<file path="src/rtl/hline_meas_pkg.sv">
package hline_meas_pkg;
  localparam int NUM_MEAS    = 6;
  localparam int IDX_HSW     = 0;
  localparam int IDX_HPER    = 1;
  localparam int IDX_VSTART  = 2;
  localparam int IDX_VEND    = 3;
  localparam int IDX_FBSTART = 4;
  localparam int IDX_FBSTOP  = 5;

  localparam int NUM_EDGE = 3;
  localparam int EDGE_HS  = 0;
  localparam int EDGE_FB  = 1;
  localparam int EDGE_VID = 2;
endpackage

</file>
<file path="src/rtl/hline_edge.sv">
module hline_edge #(
  parameter int N = 3
) (
  input  logic         clk,
  input  logic         rst_n,
  input  logic [N-1:0] sig_i,
  output logic [N-1:0] rise_o,
  output logic [N-1:0] fall_o
);
  for (genvar g = 0; g < N; g++) begin : g_bit
    logic prev_q;
    always_ff @(posedge clk or negedge rst_n) begin
      if (!rst_n) prev_q <= 1'b0;
      else        prev_q <= sig_i[g];
    end
    assign rise_o[g] = sig_i[g] & ~prev_q;
    assign fall_o[g] = ~sig_i[g] & prev_q;
  end
endmodule

</file>
<file path="src/rtl/hline_ctr.sv">
module hline_ctr #(
  parameter int CNT_W = 12
) (
  input  logic             clk,
  input  logic             rst_n,
  input  logic             restart_i,
  output logic [CNT_W-1:0] cur_o,
  output logic [CNT_W-1:0] inc_o
);
  localparam logic [CNT_W-1:0] MAXV = '1;

  logic [CNT_W-1:0] cnt_q;

  // saturating increment: held at MAXV once reached
  assign inc_o = (cnt_q == MAXV) ? MAXV : cnt_q + 1'b1;
  assign cur_o = restart_i ? '0 : inc_o;

  always_ff @(posedge clk or negedge rst_n) begin
    if (!rst_n) cnt_q <= MAXV;
    else        cnt_q <= cur_o;
  end

  assert_count_rises_R1: assert property (@(posedge clk) disable iff (!rst_n)
    !restart_i |=> cnt_q >= $past(cnt_q));
endmodule

</file>
<file path="src/rtl/hline_frame_acc.sv">
module hline_frame_acc
  import hline_meas_pkg::*;
#(
  parameter int CNT_W = 12
) (
  input  logic                              clk,
  input  logic                              rst_n,
  input  logic                              vsync_i,
  input  logic                              hs_rise_i,
  input  logic                              hs_fall_i,
  input  logic                              vid_rise_i,
  input  logic                              vid_fall_i,
  input  logic                              fb_rise_i,
  input  logic                              fb_fall_i,
  input  logic [CNT_W-1:0]                  cur_i,
  input  logic [CNT_W-1:0]                  inc_i,
  output logic [NUM_MEAS-1:0][CNT_W-1:0]    rd_o
);
  logic [NUM_MEAS-1:0][CNT_W-1:0] acc_q, acc_n, rd_q, rd_n;
  logic seen_q, seen_n;
  logic vs_prev_q, vs_rise;

  assign vs_rise = vsync_i & ~vs_prev_q;

  always_comb begin
    acc_n  = acc_q;
    seen_n = seen_q;
    if (vs_rise) begin
      acc_n             = '0;
      acc_n[IDX_VSTART] = '1;
      seen_n            = 1'b0;
    end
    if (hs_fall_i) acc_n[IDX_HSW]  = cur_i;
    if (hs_rise_i) acc_n[IDX_HPER] = inc_i;
    if (vid_rise_i) begin
      if (!seen_n || cur_i < acc_n[IDX_VSTART]) acc_n[IDX_VSTART] = cur_i;
      seen_n = 1'b1;
    end
    if (vid_fall_i && cur_i > acc_n[IDX_VEND]) acc_n[IDX_VEND] = cur_i;
    if (fb_rise_i) acc_n[IDX_FBSTART] = cur_i;
    if (fb_fall_i) acc_n[IDX_FBSTOP]  = cur_i;
  end

  always_comb begin
    rd_n = rd_q;
    if (vs_rise) begin
      rd_n = acc_q;
      if (!seen_q) rd_n[IDX_VSTART] = '0;
    end
  end

  always_ff @(posedge clk or negedge rst_n) begin
    if (!rst_n) begin
      acc_q             <= '0;
      acc_q[IDX_VSTART] <= '1;
      seen_q            <= 1'b0;
      rd_q              <= '0;
      vs_prev_q         <= 1'b0;
    end else begin
      acc_q     <= acc_n;
      seen_q    <= seen_n;
      rd_q      <= rd_n;
      vs_prev_q <= vsync_i;
    end
  end

  assign rd_o = rd_q;

  assert_read_hold_R8: assert property (@(posedge clk) disable iff (!rst_n)
    !vs_rise |=> $stable(rd_q));
  assert_start_only_lowers_R4: assert property (@(posedge clk) disable iff (!rst_n)
    (!vs_rise && seen_q) |=> acc_q[IDX_VSTART] <= $past(acc_q[IDX_VSTART]));
  assert_end_only_raises_R4: assert property (@(posedge clk) disable iff (!rst_n)
    !vs_rise |=> acc_q[IDX_VEND] >= $past(acc_q[IDX_VEND]));
  assert_no_video_zero_R5: assert property (@(posedge clk) disable iff (!rst_n)
    (vs_rise && !seen_q) |=> rd_q[IDX_VSTART] == '0);
endmodule

</file>
<file path="src/rtl/hline_meas.sv">
module hline_meas
  import hline_meas_pkg::*;
#(
  parameter int CNT_W = 12,
  parameter int OUT_W = 16,
  parameter int NCH   = 3
) (
  input  logic             clk,
  input  logic             rst_n,
  input  logic             hsync_i,
  input  logic             vsync_i,
  input  logic             flyback_i,
  input  logic [NCH-1:0]   video_i,
  output logic [OUT_W-1:0] sync_width_o,
  output logic [OUT_W-1:0] line_period_o,
  output logic [OUT_W-1:0] video_start_o,
  output logic [OUT_W-1:0] video_end_o,
  output logic [OUT_W-1:0] flyback_start_o,
  output logic [OUT_W-1:0] flyback_end_o
);
  localparam int PAD = OUT_W - CNT_W;

  logic [NUM_EDGE-1:0]            edge_in, rise, fall;
  logic [CNT_W-1:0]               cur, inc;
  logic [NUM_MEAS-1:0][CNT_W-1:0] rd;

  assign edge_in[EDGE_HS]  = hsync_i;
  assign edge_in[EDGE_FB]  = flyback_i;
  assign edge_in[EDGE_VID] = |video_i;

  hline_edge #(.N(NUM_EDGE)) u_edge (
    .clk(clk), .rst_n(rst_n), .sig_i(edge_in), .rise_o(rise), .fall_o(fall)
  );

  hline_ctr #(.CNT_W(CNT_W)) u_ctr (
    .clk(clk), .rst_n(rst_n), .restart_i(rise[EDGE_HS]), .cur_o(cur), .inc_o(inc)
  );

  hline_frame_acc #(.CNT_W(CNT_W)) u_acc (
    .clk(clk), .rst_n(rst_n), .vsync_i(vsync_i),
    .hs_rise_i(rise[EDGE_HS]), .hs_fall_i(fall[EDGE_HS]),
    .vid_rise_i(rise[EDGE_VID]), .vid_fall_i(fall[EDGE_VID]),
    .fb_rise_i(rise[EDGE_FB]), .fb_fall_i(fall[EDGE_FB]),
    .cur_i(cur), .inc_i(inc), .rd_o(rd)
  );

  assign sync_width_o    = {rd[IDX_HSW],     {PAD{1'b0}}};
  assign line_period_o   = {rd[IDX_HPER],    {PAD{1'b0}}};
  assign video_start_o   = {rd[IDX_VSTART],  {PAD{1'b0}}};
  assign video_end_o     = {rd[IDX_VEND],    {PAD{1'b0}}};
  assign flyback_start_o = {rd[IDX_FBSTART], {PAD{1'b0}}};
  assign flyback_end_o   = {rd[IDX_FBSTOP],  {PAD{1'b0}}};
endmodule

</file>
<file path="config.mk">
export PLATFORM = sky130hd
export DESIGN_NAME = hline_meas
export DESIGN_NICKNAME = d
export VERILOG_FILES = /design/src/rtl/hline_meas_pkg.sv /design/src/rtl/hline_edge.sv /design/src/rtl/hline_ctr.sv /design/src/rtl/hline_frame_acc.sv /design/src/rtl/hline_meas.sv
export SDC_FILE = /design/constraint.sdc
export NUM_CORES = 1
export LEC_CHECK = 0
export ABC_CLOCK_PERIOD_IN_PS = 3900
export BUFFER_PORTS_ARGS = -buffer_cell sky130_fd_sc_hd__buf_4
export CAP_MARGIN = 20
export CORE_ASPECT_RATIO = 1.4
export CORE_MARGIN = 2
export CORE_UTILIZATION = 52
export DETAILED_ROUTE_END_ITERATION = 10
export PLACE_DENSITY = 0.74
export SETUP_SLACK_MARGIN = 0.4
export SYNTH_ARGS = -nofsm -noshare
export SYNTH_HDL_FRONTEND = slang
export SYNTH_SLANG_ARGS = --single-unit
</file>
<file path="constraint.sdc">
create_clock -name clk -period 3.9 [get_ports clk]
set_input_delay 0.78 -clock clk [delete_from_list [all_inputs] [get_ports clk]]
set_output_delay 0.78 -clock clk [all_outputs]
set_load 0.005 [all_outputs]
</file>
==> results.toml <==
[power_and_ir_drop]
power_leakage_nw = 4.64
power_frac_comb_pct = 16.7
switching_power_w = 0.00122
power.total_w = 0.00429
p_int_w = 0.00308
power_density_nw_per_um2 = 501
seq_power_share_pct = 46.0
ir_drop_v = 0.000286
sw_frac_of_total_pct = 28.3
clkPwrFrac_pct = 37.3

[final_layout]
seq_area_sq_um = 4060
fin_area_sq_um = 8570
synthToLayoutAreaGrowth_pct = 21.6
num-fill-cells = 1130
diodes = 0
nets = 829
multi_input_area_sq_um = 2770
drive_gt1_share_pct = 24.0

[synth]
synth_area_per_cell_sq_um = 10.0
synth-seq-area-share_pct = 57.6
yosys_warnings = 0
yosys-top-cells-area = "dfrtp_1 49%, nand2_1 13%, dfstp_2 8.9%, a22o_1 4.7%, ha_1 3.7%"
synth_edf_count = 0
yosysTopAreaCellShare_pct = 48.6
synth_area_leader_cell = "dfrtp_1"
ys_seq_elements = 161
synthCells = 704
dominantRegCellSynth = "dfrtp_1"
synth_cell_types = 49
synth_async_sr_flop_share_pct = 100
netlist_area_sq_um = 7050

[outcome]
run_status = "completed"

[placement]
dp_hpwl_mm = 12.5
dp_slack_ns = 0.232
placed_area_sq_um = 7900
numPortBuffers = 79
gp_congestion = 0.913

[route]
antenna_left = 0
drt-vias-per-instance = 5.27
met2RoutedLength_mm = 9.08
vias = 5246
wl_met3_microns = 679
first_pass_iters = 5
wl_per_cell_microns = 17.3
totalWireLength_mm = 17.2
drt-met1-wl_mm = 7.09
dr.first_iter.drc_count = 238
drcViolationCount = 0
top_layer = "met4"

[timing]
hold_viol = 0
drv_slew = 0
min_period_ns = 3.39
fin_ws_ns = 0.514
fin_crit_sh_pct = 86.8
timing.hold.ws_ns = 0.402
maxSlewHeadroom_pct = 44.1
skew_ns = 0.00945
fmax_ghz = 0.295
fin_setup_tns_ns = 0
rsz0062_at_grt = "false"
setup_viol = 0
tightest_slew_ns = 0.835

[critical_path]
path_class = "register to register"
worstPathCellList = "nand4_1 > nor2_1 > nand2_1 > a21oi_2 > nand2_1 > inv_1 > ha_1 > nand4_1 > or2_2 > o311a_1 > o21ai_2 > buf_4 > mux2i_1"
arrival_ns = 3.71
start_kind = "register"
cp_max_fo = 6
crit_required_ns = 4.23
cp-end-kind = "register"
slowest_delay_ns = 0.60
crit_slowest_cell = "dfstp_2"

[global_route]
grt_pass1_vias = 5319
antenna_found_initial = 0
track_usage_pct = 25.4
grt_max_degree = 88
overflow = 0
grt_pass1_wl_mm = 28.1

[die]
die_w_microns = 102
core-area_sq_um = 13300
initial_core_util_pct = 52.9
fp.dieArea_sq_um = 14500
row_count = 50
pin_count = 104
die_h_microns = 142

[clock_network]
cts_buffer_depth = 2
cts.sinks = 161
numCtsBuffers = 17
path_clk_slew_ns = 0.07
insertion_delay_ns = 0.42
hold_buffers = 0
root_buffer = "clkbuf_16"
htree_num_levels = 4
cts_tree = "yes"

[flow_run]
max_cap_viol_count = 0

[hold_path]
worstHoldPathType = "input pin to async pin"
repair_timing:
action                                  4_1_cts  5_1_grt
setup buffers                                 1        3
pin swaps                                     2        1
gates resized for setup                       7       15
cloned                                        0        0
endpoints found under the setup margin       22       22
through the flow:
stage,util [%],std cells
CTS,63.8,992
global placement,59.3,959
global route,64.3,995
finish,64.3,995
floorplan,-,727
detailed placement,59.3,959
Yosys cell counts (all sizes together) (8+ instances only):
cell / n
mux2i: 22
clkbuf: 29
nand2: 237
o21ai: 18
dfstp: 24
a22o: 38
buf: 30
nand4: 8
nand3: 20
a21oi: 14
inv: 17
dfrtp: 137
ha: 21
nor2: 29
flip-flops by register name (all words and copies together), names as in the netlist:
signal               flops
u_acc.vs_prev_q          1
u_edge.g_bit.prev_q      3
u_acc.seen_q             1
u_ctr.cnt_q             12
u_acc.acc_q             72
u_acc.rd_o              72
worst max-delay path, delay by kind of cell, from the launching register on:
family	cells	cell delay, ns
AND/OR/NAND/NOR	6	1.11
AO/OA/AOI/OAI	3	0.74
flip-flops	1	0.60
buffers and inverters	2	0.38
adder cells (fa/ha/maj)	1	0.21
multiplexers	1	0.22
per-layer routing:
metal	up-vias	track usage, %
met2	139	42.9
met1	2582	32.7
met5	-	0
li1	2503	-
met3	22	4.83
met4	0	8.42
final cells by class:
cell class | count | area share (%)
timing repair buffer | 113 | 10.3
tap | 182 | 2.66
sequential | 161 | 47.3
multi-input combinational | 490 | 32.3
clock inverter | 10 | 1.04
clock buffer | 22 | 5.65
inverter | 17 | 0.744
worst paths after layout:
path | startpoint | endpoint | slack [ns] | cells past startpoint
max | u_ctr.cnt_q[5] | u_acc.acc_q[38] | 0.51 | 13
min | rst_n | u_acc.rd_o[63] | 0.40 | 1
max reg2reg | u_ctr.cnt_q[5] | u_acc.acc_q[38] | 0.51 | 13
min reg2reg | u_acc.rd_o[30] | u_acc.rd_o[30] | 0.47 | 2
max in group asynchronous | rst_n | u_acc.acc_q[35] | 2.64 | 2
min in group clk | u_acc.rd_o[30] | u_acc.rd_o[30] | 0.47 | 2
layout by cell type, fill, tap and decap left out, types with 2 or more instances in the layout:
cell	netlist	layout
a211oi_1	2	2
a21o_1	6	6
a21oi_1	14	12
a21oi_2	0	2
a22o_1	38	38
a31oi_1	2	2
and2_1	3	3
and4_1	3	2
buf_12	0	2
buf_4	25	109
buf_6	1	2
clkbuf_16	0	17
clkbuf_8	0	4
clkinvlp_4	0	3
conb_1	1	24
dfrtp_1	137	137
dfstp_2	24	24
ha_1	21	20
inv_1	17	14
inv_2	0	3
inv_6	0	4
inv_8	0	2
mux2i_1	22	22
nand2_1	237	237
nand2b_1	4	2
nand3_1	20	19
nand4_1	8	8
nor2_1	29	28
nor2b_1	6	5
nor3_1	3	2
nor4_1	3	2
o211ai_1	2	2
o21ai_0	16	15
o21ai_2	1	2
o311a_1	2	2
o31ai_1	2	2
or2_2	3	3
xnor2_1	3	2
power by group through the flow:
stage	clock network, W	logic (W)	registers [W]
2_1_floorplan	0	0.000375	0.00197
3_3_place_gp	0	0.000672	0.00200
3_5_place_dp	0	0.000686	0.00200
4_1_cts	0.00163	0.000694	0.00197
5_1_grt	0.00172	0.000800	0.00199
6_report	0.00160	0.000717	0.00197
cells by family (layout without fill, tap and decap cells):
group           Yosys count  after routing  synth area share [%]
compound gates           94             94                  10.0
fa+ha+maj                22             22                  3.89
buf+inv                  76            162                  5.54
flops                   161            161                  57.6
mux                      23             23                  3.28
other cells               1             24                0.0532
xor+xnor                  4              4                 0.497
simple gates            323            323                  19.2
(Power assumes the default switching activity.)
